## src/rtl/vpwq_pkg.sv

```systemverilog
package vpwq_pkg;
    typedef enum logic [1:0] {
        ST_FREE   = 2'd0,
        ST_WAIT   = 2'd1,
        ST_ISSUED = 2'd2,
        ST_DONE   = 2'd3
    } ent_state_e;
endpackage

```

## src/rtl/vpwq_src_wake.sv

```systemverilog
// Next-value logic for one source operand under the two broadcasts.
module vpwq_src_wake #(
    parameter int VTAG_W = 6,
    parameter int PID_W  = 5
) (
    input  logic              used,
    input  logic [VTAG_W-1:0] vtag,
    input  logic [PID_W-1:0]  cur_pid,
    input  logic              cur_rdy,
    input  logic              cmp_valid,
    input  logic [VTAG_W-1:0] cmp_vtag,
    input  logic [PID_W-1:0]  cmp_pid,
    input  logic              steal_valid,
    input  logic [VTAG_W-1:0] steal_vtag,
    output logic [PID_W-1:0]  nxt_pid,
    output logic              nxt_rdy,
    output logic              wake_hit
);
    logic steal_hit;

    assign steal_hit = used && steal_valid && (steal_vtag == vtag);
    // a steal on the same tag suppresses the completion
    assign wake_hit  = used && cmp_valid && (cmp_vtag == vtag) && !steal_hit;

    always_comb begin
        nxt_pid = wake_hit ? cmp_pid : cur_pid;
        if (steal_hit)     nxt_rdy = 1'b0;
        else if (wake_hit) nxt_rdy = 1'b1;
        else               nxt_rdy = cur_rdy;
    end
endmodule

```

## src/rtl/vpwq_entry.sv

```systemverilog
// One queue slot: lifecycle state machine plus operand fields.
module vpwq_entry
    import vpwq_pkg::*;
#(
    parameter int NSRC   = 2,
    parameter int VTAG_W = 6,
    parameter int PID_W  = 5
) (
    input  logic                         clk,
    input  logic                         rst_n,
    input  logic                         free_req,
    input  logic                         alloc_we,
    input  logic [NSRC-1:0]              in_used,
    input  logic [NSRC-1:0][VTAG_W-1:0]  in_vtag,
    input  logic [NSRC-1:0][PID_W-1:0]   in_pid,
    input  logic [NSRC-1:0]              in_rdy,
    input  logic                         victim_req,
    input  logic                         done_req,
    input  logic                         grant_req,
    input  logic                         cmp_valid,
    input  logic [VTAG_W-1:0]            cmp_vtag,
    input  logic [PID_W-1:0]             cmp_pid,
    input  logic                         steal_valid,
    input  logic [VTAG_W-1:0]            steal_vtag,
    output ent_state_e                   state,
    output logic [NSRC-1:0]              src_used,
    output logic [NSRC-1:0][VTAG_W-1:0]  src_vtag,
    output logic [NSRC-1:0][PID_W-1:0]   src_pid,
    output logic [NSRC-1:0]              src_rdy,
    output logic                         all_rdy
);
    ent_state_e                  st_q, st_d;
    logic [NSRC-1:0]             used_q;
    logic [NSRC-1:0][VTAG_W-1:0] vtag_q;
    logic [NSRC-1:0][PID_W-1:0]  pid_q;
    logic [NSRC-1:0]             rdy_q;
    logic [NSRC-1:0][PID_W-1:0]  pid_nx;
    logic [NSRC-1:0]             rdy_nx;
    logic [NSRC-1:0]             hit;
    logic                        wake_any;

    for (genvar s = 0; s < NSRC; s++) begin : g_src
        vpwq_src_wake #(.VTAG_W(VTAG_W), .PID_W(PID_W)) u_wake (
            .used        (used_q[s]),
            .vtag        (vtag_q[s]),
            .cur_pid     (pid_q[s]),
            .cur_rdy     (rdy_q[s]),
            .cmp_valid   (cmp_valid),
            .cmp_vtag    (cmp_vtag),
            .cmp_pid     (cmp_pid),
            .steal_valid (steal_valid),
            .steal_vtag  (steal_vtag),
            .nxt_pid     (pid_nx[s]),
            .nxt_rdy     (rdy_nx[s]),
            .wake_hit    (hit[s])
        );
    end

    assign wake_any = |hit;

    // state register
    always_ff @(posedge clk) begin
        if (!rst_n) st_q <= ST_FREE;
        else        st_q <= st_d;
    end

    // transitions
    always_comb begin
        st_d = st_q;
        unique case (st_q)
            ST_FREE:   if (alloc_we) st_d = ST_WAIT;
            ST_WAIT:   if (grant_req) st_d = ST_ISSUED;
            ST_ISSUED: begin
                if (done_req)      st_d = ST_DONE;
                else if (wake_any) st_d = ST_WAIT;
            end
            ST_DONE:   st_d = ST_DONE;
        endcase
        if (victim_req && st_q != ST_FREE) st_d = ST_WAIT;
        if (free_req) st_d = ST_FREE;
    end

    // operand fields
    always_ff @(posedge clk) begin
        if (!rst_n) begin
            used_q <= '0;
            vtag_q <= '0;
            pid_q  <= '0;
            rdy_q  <= '0;
        end else if (alloc_we) begin
            used_q <= in_used;
            vtag_q <= in_vtag;
            pid_q  <= in_pid;
            rdy_q  <= in_rdy;
        end else begin
            pid_q  <= pid_nx;
            rdy_q  <= rdy_nx;
        end
    end

    // outputs
    always_comb begin
        state    = st_q;
        src_used = used_q;
        src_vtag = vtag_q;
        src_pid  = pid_q;
        src_rdy  = rdy_q;
        all_rdy  = &(rdy_q | ~used_q);
    end
endmodule

```

## src/rtl/vpwq_age_pick.sv

```systemverilog
// Oldest-first selection over a ring starting at the head slot.
module vpwq_age_pick #(
    parameter int DEPTH = 8,
    localparam int IDX_W = $clog2(DEPTH)
) (
    input  logic [DEPTH-1:0] elig,
    input  logic [IDX_W-1:0] head,
    output logic             found,
    output logic [IDX_W-1:0] idx
);
    always_comb begin
        found = 1'b0;
        idx   = '0;
        for (int k = 0; k < DEPTH; k++) begin
            logic [IDX_W-1:0] pos;
            pos = head + IDX_W'(k);
            if (!found && elig[pos]) begin
                found = 1'b1;
                idx   = pos;
            end
        end
    end
endmodule

```

## src/rtl/vp_wakeup_iq.sv

```systemverilog
module vp_wakeup_iq
    import vpwq_pkg::*;
#(
    parameter int DEPTH  = 8,
    parameter int NSRC   = 2,
    parameter int VTAG_W = 6,
    parameter int PID_W  = 5,
    localparam int IDX_W = $clog2(DEPTH)
) (
    input  logic                        clk,
    input  logic                        rst_n,
    input  logic                        alloc_valid,
    input  logic [NSRC-1:0]             alloc_used,
    input  logic [NSRC-1:0][VTAG_W-1:0] alloc_vtag,
    input  logic [NSRC-1:0][PID_W-1:0]  alloc_pid,
    input  logic [NSRC-1:0]             alloc_rdy,
    output logic                        alloc_ok,
    output logic [IDX_W-1:0]            alloc_idx,
    input  logic                        cmp_valid,
    input  logic [VTAG_W-1:0]           cmp_vtag,
    input  logic [PID_W-1:0]            cmp_pid,
    input  logic                        steal_valid,
    input  logic [VTAG_W-1:0]           steal_vtag,
    input  logic [IDX_W-1:0]            steal_idx,
    input  logic                        done_valid,
    input  logic [IDX_W-1:0]            done_idx,
    input  logic                        issue_en,
    output logic                        issue_valid,
    output logic [IDX_W-1:0]            issue_idx,
    output logic [NSRC-1:0][PID_W-1:0]  issue_pid,
    input  logic                        retire_en,
    input  logic                        flush_valid,
    input  logic [IDX_W-1:0]            flush_idx
);
    localparam int PTR_W = IDX_W + 1;

    logic [PTR_W-1:0] head_q, tail_q, count;
    logic [IDX_W-1:0] head_idx, flush_age;
    logic             full, empty, alloc_fire, retire_fire, flush_ok;

    logic [NSRC-1:0][PID_W-1:0]         in_pid;
    logic [NSRC-1:0]                    in_rdy;
    logic [NSRC-1:0]                    in_hit;

    logic [DEPTH-1:0]                   ent_free, ent_wait, ent_issued, ent_elig;
    logic [DEPTH-1:0][NSRC-1:0]         ent_used, ent_rdy;
    logic [DEPTH-1:0][NSRC-1:0][VTAG_W-1:0] ent_vtag;
    logic [DEPTH-1:0][NSRC-1:0][PID_W-1:0]  ent_pid;

    assign count       = tail_q - head_q;
    assign head_idx    = head_q[IDX_W-1:0];
    assign full        = (count == PTR_W'(DEPTH));
    assign empty       = (count == '0);
    assign flush_age   = flush_idx - head_idx;
    assign flush_ok    = flush_valid && ({1'b0, flush_age} < count);
    assign alloc_fire  = alloc_valid && !full && !flush_valid;
    assign retire_fire = retire_en && !empty;
    assign alloc_ok    = !full;
    assign alloc_idx   = tail_q[IDX_W-1:0];

    always_ff @(posedge clk) begin
        if (!rst_n) begin
            head_q <= '0;
            tail_q <= '0;
        end else begin
            head_q <= head_q + PTR_W'(retire_fire);
            if (flush_ok) tail_q <= head_q + {1'b0, flush_age} + PTR_W'(1);
            else          tail_q <= tail_q + PTR_W'(alloc_fire);
        end
    end

    // broadcasts seen in the allocation cycle apply to the incoming operands
    for (genvar s = 0; s < NSRC; s++) begin : g_byp
        vpwq_src_wake #(.VTAG_W(VTAG_W), .PID_W(PID_W)) u_byp (
            .used        (alloc_used[s]),
            .vtag        (alloc_vtag[s]),
            .cur_pid     (alloc_pid[s]),
            .cur_rdy     (alloc_rdy[s] | ~alloc_used[s]),
            .cmp_valid   (cmp_valid),
            .cmp_vtag    (cmp_vtag),
            .cmp_pid     (cmp_pid),
            .steal_valid (steal_valid),
            .steal_vtag  (steal_vtag),
            .nxt_pid     (in_pid[s]),
            .nxt_rdy     (in_rdy[s]),
            .wake_hit    (in_hit[s])
        );
    end

    for (genvar i = 0; i < DEPTH; i++) begin : g_ent
        logic [IDX_W-1:0] age;
        logic             in_use, free_req;
        ent_state_e       st;
        logic             all_rdy;

        assign age      = IDX_W'(i) - head_idx;
        assign in_use   = {1'b0, age} < count;
        assign free_req = (retire_fire && head_idx == IDX_W'(i))
                       || (flush_ok && in_use && age > flush_age);

        vpwq_entry #(.NSRC(NSRC), .VTAG_W(VTAG_W), .PID_W(PID_W)) u_ent (
            .clk         (clk),
            .rst_n       (rst_n),
            .free_req    (free_req),
            .alloc_we    (alloc_fire && alloc_idx == IDX_W'(i)),
            .in_used     (alloc_used),
            .in_vtag     (alloc_vtag),
            .in_pid      (in_pid),
            .in_rdy      (in_rdy),
            .victim_req  (steal_valid && steal_idx == IDX_W'(i)),
            .done_req    (done_valid && done_idx == IDX_W'(i)),
            .grant_req   (issue_en && issue_valid && issue_idx == IDX_W'(i)),
            .cmp_valid   (cmp_valid),
            .cmp_vtag    (cmp_vtag),
            .cmp_pid     (cmp_pid),
            .steal_valid (steal_valid),
            .steal_vtag  (steal_vtag),
            .state       (st),
            .src_used    (ent_used[i]),
            .src_vtag    (ent_vtag[i]),
            .src_pid     (ent_pid[i]),
            .src_rdy     (ent_rdy[i]),
            .all_rdy     (all_rdy)
        );

        assign ent_free[i]   = (st == ST_FREE);
        assign ent_wait[i]   = (st == ST_WAIT);
        assign ent_issued[i] = (st == ST_ISSUED);
        assign ent_elig[i]   = ent_wait[i] && all_rdy;
    end

    vpwq_age_pick #(.DEPTH(DEPTH)) u_pick (
        .elig  (ent_elig),
        .head  (head_idx),
        .found (issue_valid),
        .idx   (issue_idx)
    );

    assign issue_pid = ent_pid[issue_idx];
endmodule

```

## config.mk

```make
export PLATFORM = sky130hd
export DESIGN_NAME = vp_wakeup_iq
export DESIGN_NICKNAME = d
export VERILOG_FILES = /design/src/rtl/vpwq_pkg.sv /design/src/rtl/vpwq_src_wake.sv /design/src/rtl/vpwq_entry.sv /design/src/rtl/vpwq_age_pick.sv /design/src/rtl/vp_wakeup_iq.sv
export SDC_FILE = /design/constraint.sdc
export NUM_CORES = 1
export LEC_CHECK = 0
export BUFFER_PORTS_ARGS = -buffer_cell sky130_fd_sc_hd__buf_2
export CORE_ASPECT_RATIO = 0.5
export CORE_UTILIZATION = 65
export CTS_CLUSTER_DIAMETER = 120
export CTS_CLUSTER_SIZE = 28
export DETAILED_ROUTE_END_ITERATION = 8
export PLACE_DENSITY = 0.84
export SLEW_MARGIN = 20
export SYNTH_ARGS = -nofsm -noshare
export SYNTH_HDL_FRONTEND = slang
export SYNTH_SLANG_ARGS = --single-unit
```

## constraint.sdc

```tcl
create_clock -name clk -period 10.2 [get_ports clk]
set_input_delay 1.02 -clock clk [delete_from_list [all_inputs] [get_ports clk]]
set_output_delay 1.02 -clock clk [all_outputs]
set_load 0.02 [all_outputs]
```

# == After elaboration in Yosys (flattened, before gate mapping) ==
# Cells that the tools add are included.
# word_totals
ff_bits,232
wordCells,751
# op_classes
addsub,21
order_cmp,26
n_eq_ne,144
n_mux,153
bitwise,21
n_reduce_logical,312
# op_table
cell,count
equality test 6 bit,36
logical AND 1 bit,174
2-to-1 mux 10 bit,9
2-to-1 mux 5 bit,18
2-to-1 mux 2 bit,40
!= test 3 x 1 -> 1 bit (second input constant),24
case mux 2 bit (4 select lines),8
equality test 3 bit (second input constant),20
2-to-1 mux 1 bit,60
AND reduction 3 bit,16
nonzero test 2 bit,24
nonzero test 3 bit,16
less-than comparator 3 x 4 -> 1 bit,9
less-than comparator 3 x 4 -> 1 bit (second input constant),9
equality test 2 bit (second input constant),16
!= test 2 x 1 -> 1 bit (second input constant),16
!= test 4 x 1 -> 1 bit (second input constant),8
OR reduction 2 bit,16
binary-select mux 10 bit (select 3 bit),1
equality test 3 x 2 -> 1 bit (second input constant),10
logical NOT 1 bit,28
binary-select mux 1 bit (select 3 bit),8
> comparator 3 bit,8
2-to-1 mux 3 bit,8
25 further kinds,95

# == Depth between registers and ports, before layout ==
# depth
ltp_word,33
depth_mapped,17
depth_no_buf,15

# == Modules after synthesis ==
# Synthesis repeated with hierarchy kept, for this count alone.
# hier_totals
cells_unflattened,1677
area_unflattened_um2,16661.0
# modules_own_cells
module,n_inst,cells_per_inst,area_each_um2
vpwq_entry,8,103,1156.1
vpwq_src_wake,18,26,226.5
vp_wakeup_iq,1,285,2522.4
vpwq_age_pick,1,100,813.3

# == Least setup slack after synthesis ==
# No wires, ideal clock.
# synth_timing
kind,register -> output
startpoint,register head_q[1]
endpoint,output port issue_pid[0] in the netlist's numbering
t_arrival_ps,3918
required_ps,9180
setup_slack_ps,5262
stages_incl_launch_ff,14
path_cell_list,dfxtp_1 -> buf_4 -> inv_2 -> buf_6 -> ha_1 -> nor4_1 -> a21oi_1 -> mux4_2 -> mux2i_1 -> o221a_2 -> a311oi_4 -> buf_6 -> nor2_2 -> a221oi_1
# synth_lines
item,line_no,source
from (decl),vp_wakeup_iq.sv:37,"logic [PTR_W-1:0] head_q, tail_q, count;"
from (signal assigned),vp_wakeup_iq.sv:66,head_q <= head_q + PTR_W'(retire_fire);
to (decl),vp_wakeup_iq.sv:30,"output logic [NSRC-1:0][PID_W-1:0] issue_pid,"

==> impl_metrics.csv <==
group,metric,value,unit
run_status,status,"completed",
worst_setup_path,critPathMaxFanout,18,
clock_network,clock_path_buffers,3,
yosys,async_flop_share,0,%
clock_network,cts_tree,"yes",
detailed_routing,wire_per_inst,21.9,µm
worst_setup_path,critPathLaunch,"head_q[1]",
global_routing,grt-ovfl-total,0,
power,p_per_area,259,nW/µm²
yosys,yosys_register_bits,232,
timing,fmax,142,MHz
timing,period_minus_slack,7040,ps
clock_network,cts-hold-fix-buffers,0,
timing,hold_viol,0,
worst_setup_path,setup.worst_path.start_class,"register",
power,p_total,4.29,mW
worst_setup_path,r2r_start,"head_q[1]",
timing,finalSetupViolCount,0,
clock_network,cts_sinks,232,
run,cap_viol_max_count,0,
finish,fillers,1845,
detailed_routing,routed_wl,48900,µm
worst_setup_path,endpoint_kind,"output pin",
floorplanning,core_region_area,23400,µm²
yosys,yosys_warnings,0,
placement,hpwl,32600,µm
finish,multiInputGateArea,10500,µm²
clock_network,clk_pin_slew_worst_paths,110,ps
floorplanning,die_height,112,µm
worst_setup_path,cp_slowest_cell,"dfxtp_1",
power,ir_worst_vdd,0.203,mV
floorplanning,die_w,223,µm
global_routing,grt_max_degree,118,
timing,rsz0062_at_grt,"false",
worst_setup_path,cp_cell_sequence,"inv_2 -> ha_1 -> inv_2 -> nor4_1 -> o211ai_1 -> and4_1 -> o221a_2 -> a311oi_4 -> nand2b_1 -> o22ai_1 -> a221oi_1 -> buf_2",
min_path,holdCritPathClass,"register to register",
yosys,synth_edf_count,0,
detailed_routing,first_iter_violations,1957,
yosys,synth_ff_type,"dfxtp_1",
timing,fin_setup_tns,0,ps
timing,max_slew.worst_pin.slew,1260,ps
floorplanning,die_area,25100,µm²
floorplanning,num_rows,39,
worst_setup_path,cp_top_family,"compound AO/OA/AOI/OAI gates",
placement,gp_congestion,1.00,
worst_setup_path,worstPathArrival,6020,ps
detailed_routing,post-route-drc-count,0,
finish,n_antenna_cell,0,
detailed_routing,drtPass1Iterations,6,
worst_setup_path,path_common_cell,"inv_2",
worst_setup_path,critical_path_class,"register to output pin",
min_path,min_from,"g_ent[2].u_ent.src_vtag[8]",
global_routing,grt_pass1_wl,75300,µm
timing,final_max_slew_viol_count,0,
finish,areaGrowthSynthToFinish,4.39,%
detailed_routing,num_vias,14600,
finish,final_layout_size_suffix_gt1_share,9.27,%
timing,skew,32.3,ps
detailed_routing,via_per_inst,6.52,
clock_network,clkLatencyLatePin,490,ps
timing,min_period_over_period,69.0,%
clock_network,cts-root-buf,"clkbuf_16",
clock_network,h-tree-depth,1,
finish,final_nets,2043,
clock_network,ctsResizeCount,0,
power,p_leak,6.82,nW
clock_network,numCtsBuffers,12,
yosys,synth_area,15900,µm²
yosys,synth_nets,2078,
yosys,synth.distinct_cells,78,
worst_setup_path,required,9180,ps
global_routing,grt_pass1_vias,13500,
detailed_routing,antenna_left,0,
global_routing,antenna_found_initial,0,
yosys,synth_cells,1966,
floorplanning,ios,79,
clock_network,cts_setup_buffers,0,
floorplanning,start_util,67.9,%
global_routing,gr-usage-all-layers,38.4,%
timing,max-slew-margin-rel,16.2,%
worst_setup_path,critPathMaxStageDelay,810,ps
placement,io_buffers,78,
finish,ff_latch_area,4640,µm²
worst_setup_path,path_buf_inv,3,
yosys,synth-seq-area-share,29.3,%
yosys,avgSynthCellArea,8.07,µm²
## power by group
group	internal [mW]	leakage (nW)	switching (mW)
logic	0.951	4.77	1.72
registers	0.982	1.87	0.0880
clock network	0.236	0.170	0.315
total	2.17	6.82	2.13
## tightest hold or removal path: cells and delay by family (launching register included)
family,cells,cell delay (ps)
AND/OR/NAND/NOR,1,60
AO/OA/AOI/OAI,1,60
flip-flops,1,340
## per-stage QoR
stage	cell area (µm²)	hold WS (ps)	setup WS (ps)	cells	utilization, %
floorplan	15900	466	5260	1966	-
global placement	16200	482	3990	2223	69.2
detailed placement	16200	497	3860	2223	69.2
CTS	16500	512	3350	2237	70.7
global route	16600	531	2810	2238	70.8
finish	16600	511	3160	2238	70.8
## path summary, 6_finish.rpt
path	to	slack, ps	depth (start not counted)
worst max register to register	g_ent[3].u_ent.state[0]	5290	11
worst min register to register	g_ent[2].u_ent.src_vtag[8]	510	2
worst min-delay path	g_ent[2].u_ent.src_vtag[8]	510	2
worst max-delay path	issue_pid[2]	3160	12
## cell families (layout without fill, tap and decap cells)
family	after synthesis	in the layout	synth area share, %
flops	232	232	29.3
buf+inv	175	140	4.69
compound gates	305	305	14.0
xor+xnor	228	228	12.6
mux	161	161	10.8
fa+ha+maj	51	51	4.21
simple gates	814	814	24.4
## sequential cells by signal (all words and copies together), names as in the netlist
register	count
g_ent.u_ent.src_rdy	16
tail_q	4
head_q	4
g_ent.u_ent.src_used	16
g_ent.u_ent.src_vtag	96
g_ent.u_ent.src_pid	80
g_ent.u_ent.state	16
## placed cells by master, fill, tap and decap left out, types with 4 or more instances in the layout
master / count
a21o_1: 9
o21ai_0: 25
xnor2_1: 136
o22ai_1: 11
nor2b_1: 19
dfxtp_1: 232
ha_1: 47
or4_1: 5
nand3_1: 58
a211oi_1: 7
nor3_1: 33
and2b_1: 12
a21boi_0: 123
and3_1: 84
nor3_4: 7
a31oi_1: 14
nand2b_1: 17
a21oi_1: 44
nand4_1: 23
mux4_2: 5
buf_2: 77
a221oi_1: 8
o211ai_1: 20
nand2_1: 440
and2_1: 11
mux2i_1: 127
o221ai_1: 4
xor2_1: 90
mux2_2: 19
nor2_1: 46
clkbuf_16: 13
inv_2: 4
inv_1: 24
mux2_1: 10
nor3_2: 6
nor4_1: 32
fa_1: 4
buf_4: 19
nor2_2: 6
## synth_stat cells, types with 8 or more instances
| cell type | instances | area [µm²] |
|---|---|---|
| ha_1 | 47 | 588 |
| clkbuf_1 | 119 | 447 |
| a21oi_1 | 44 | 220 |
| o21ai_0 | 25 | 125 |
| nor2_1 | 50 | 188 |
| xnor2_1 | 138 | 1210 |
| xor2_1 | 90 | 788 |
| buf_1 | 8 | 30.0 |
| mux2_2 | 19 | 214 |
| nand2_1 | 441 | 1660 |
| nor3_1 | 33 | 165 |
| nor3_2 | 10 | 100 |
| nor4_1 | 32 | 200 |
| a21boi_0 | 123 | 923 |
| and2_1 | 11 | 68.8 |
| a221oi_1 | 8 | 70.1 |
| nand3_1 | 58 | 290 |
| inv_1 | 24 | 90.1 |
| nand4_1 | 23 | 144 |
| o211ai_1 | 20 | 150 |
| mux2i_1 | 127 | 1270 |
| a21o_1 | 9 | 67.6 |
| a31oi_1 | 14 | 87.6 |
| nor2b_1 | 19 | 119 |
| o22ai_1 | 11 | 68.8 |
| mux2_1 | 10 | 113 |
| and2b_1 | 12 | 90.1 |
| dfxtp_1 | 232 | 4640 |
| nand2b_1 | 17 | 106 |
| and3_1 | 84 | 526 |
## layer usage
metal  wire length (µm)  up-vias  global-route usage [%]
met3               5980      145                    5.71
met1              19900     6877                    52.8
met2              21000      922                    60.1
met4               2060        0                    16.3
li1                   -     6650                       -
met5                  0        -                       0
## area by class of cell
cell class / count / area share, %
Multi-Input combinational cell: 1559 / 63.6
Clock buffer: 13 / 1.96
Sequential cell: 232 / 28.0
Clock inverter: 1 / 0.121
Tap cell: 307 / 2.32
Timing Repair Buffer: 97 / 3.28
Inverter: 29 / 0.673
No activity file was read; power rests on OpenSTA's default activity.
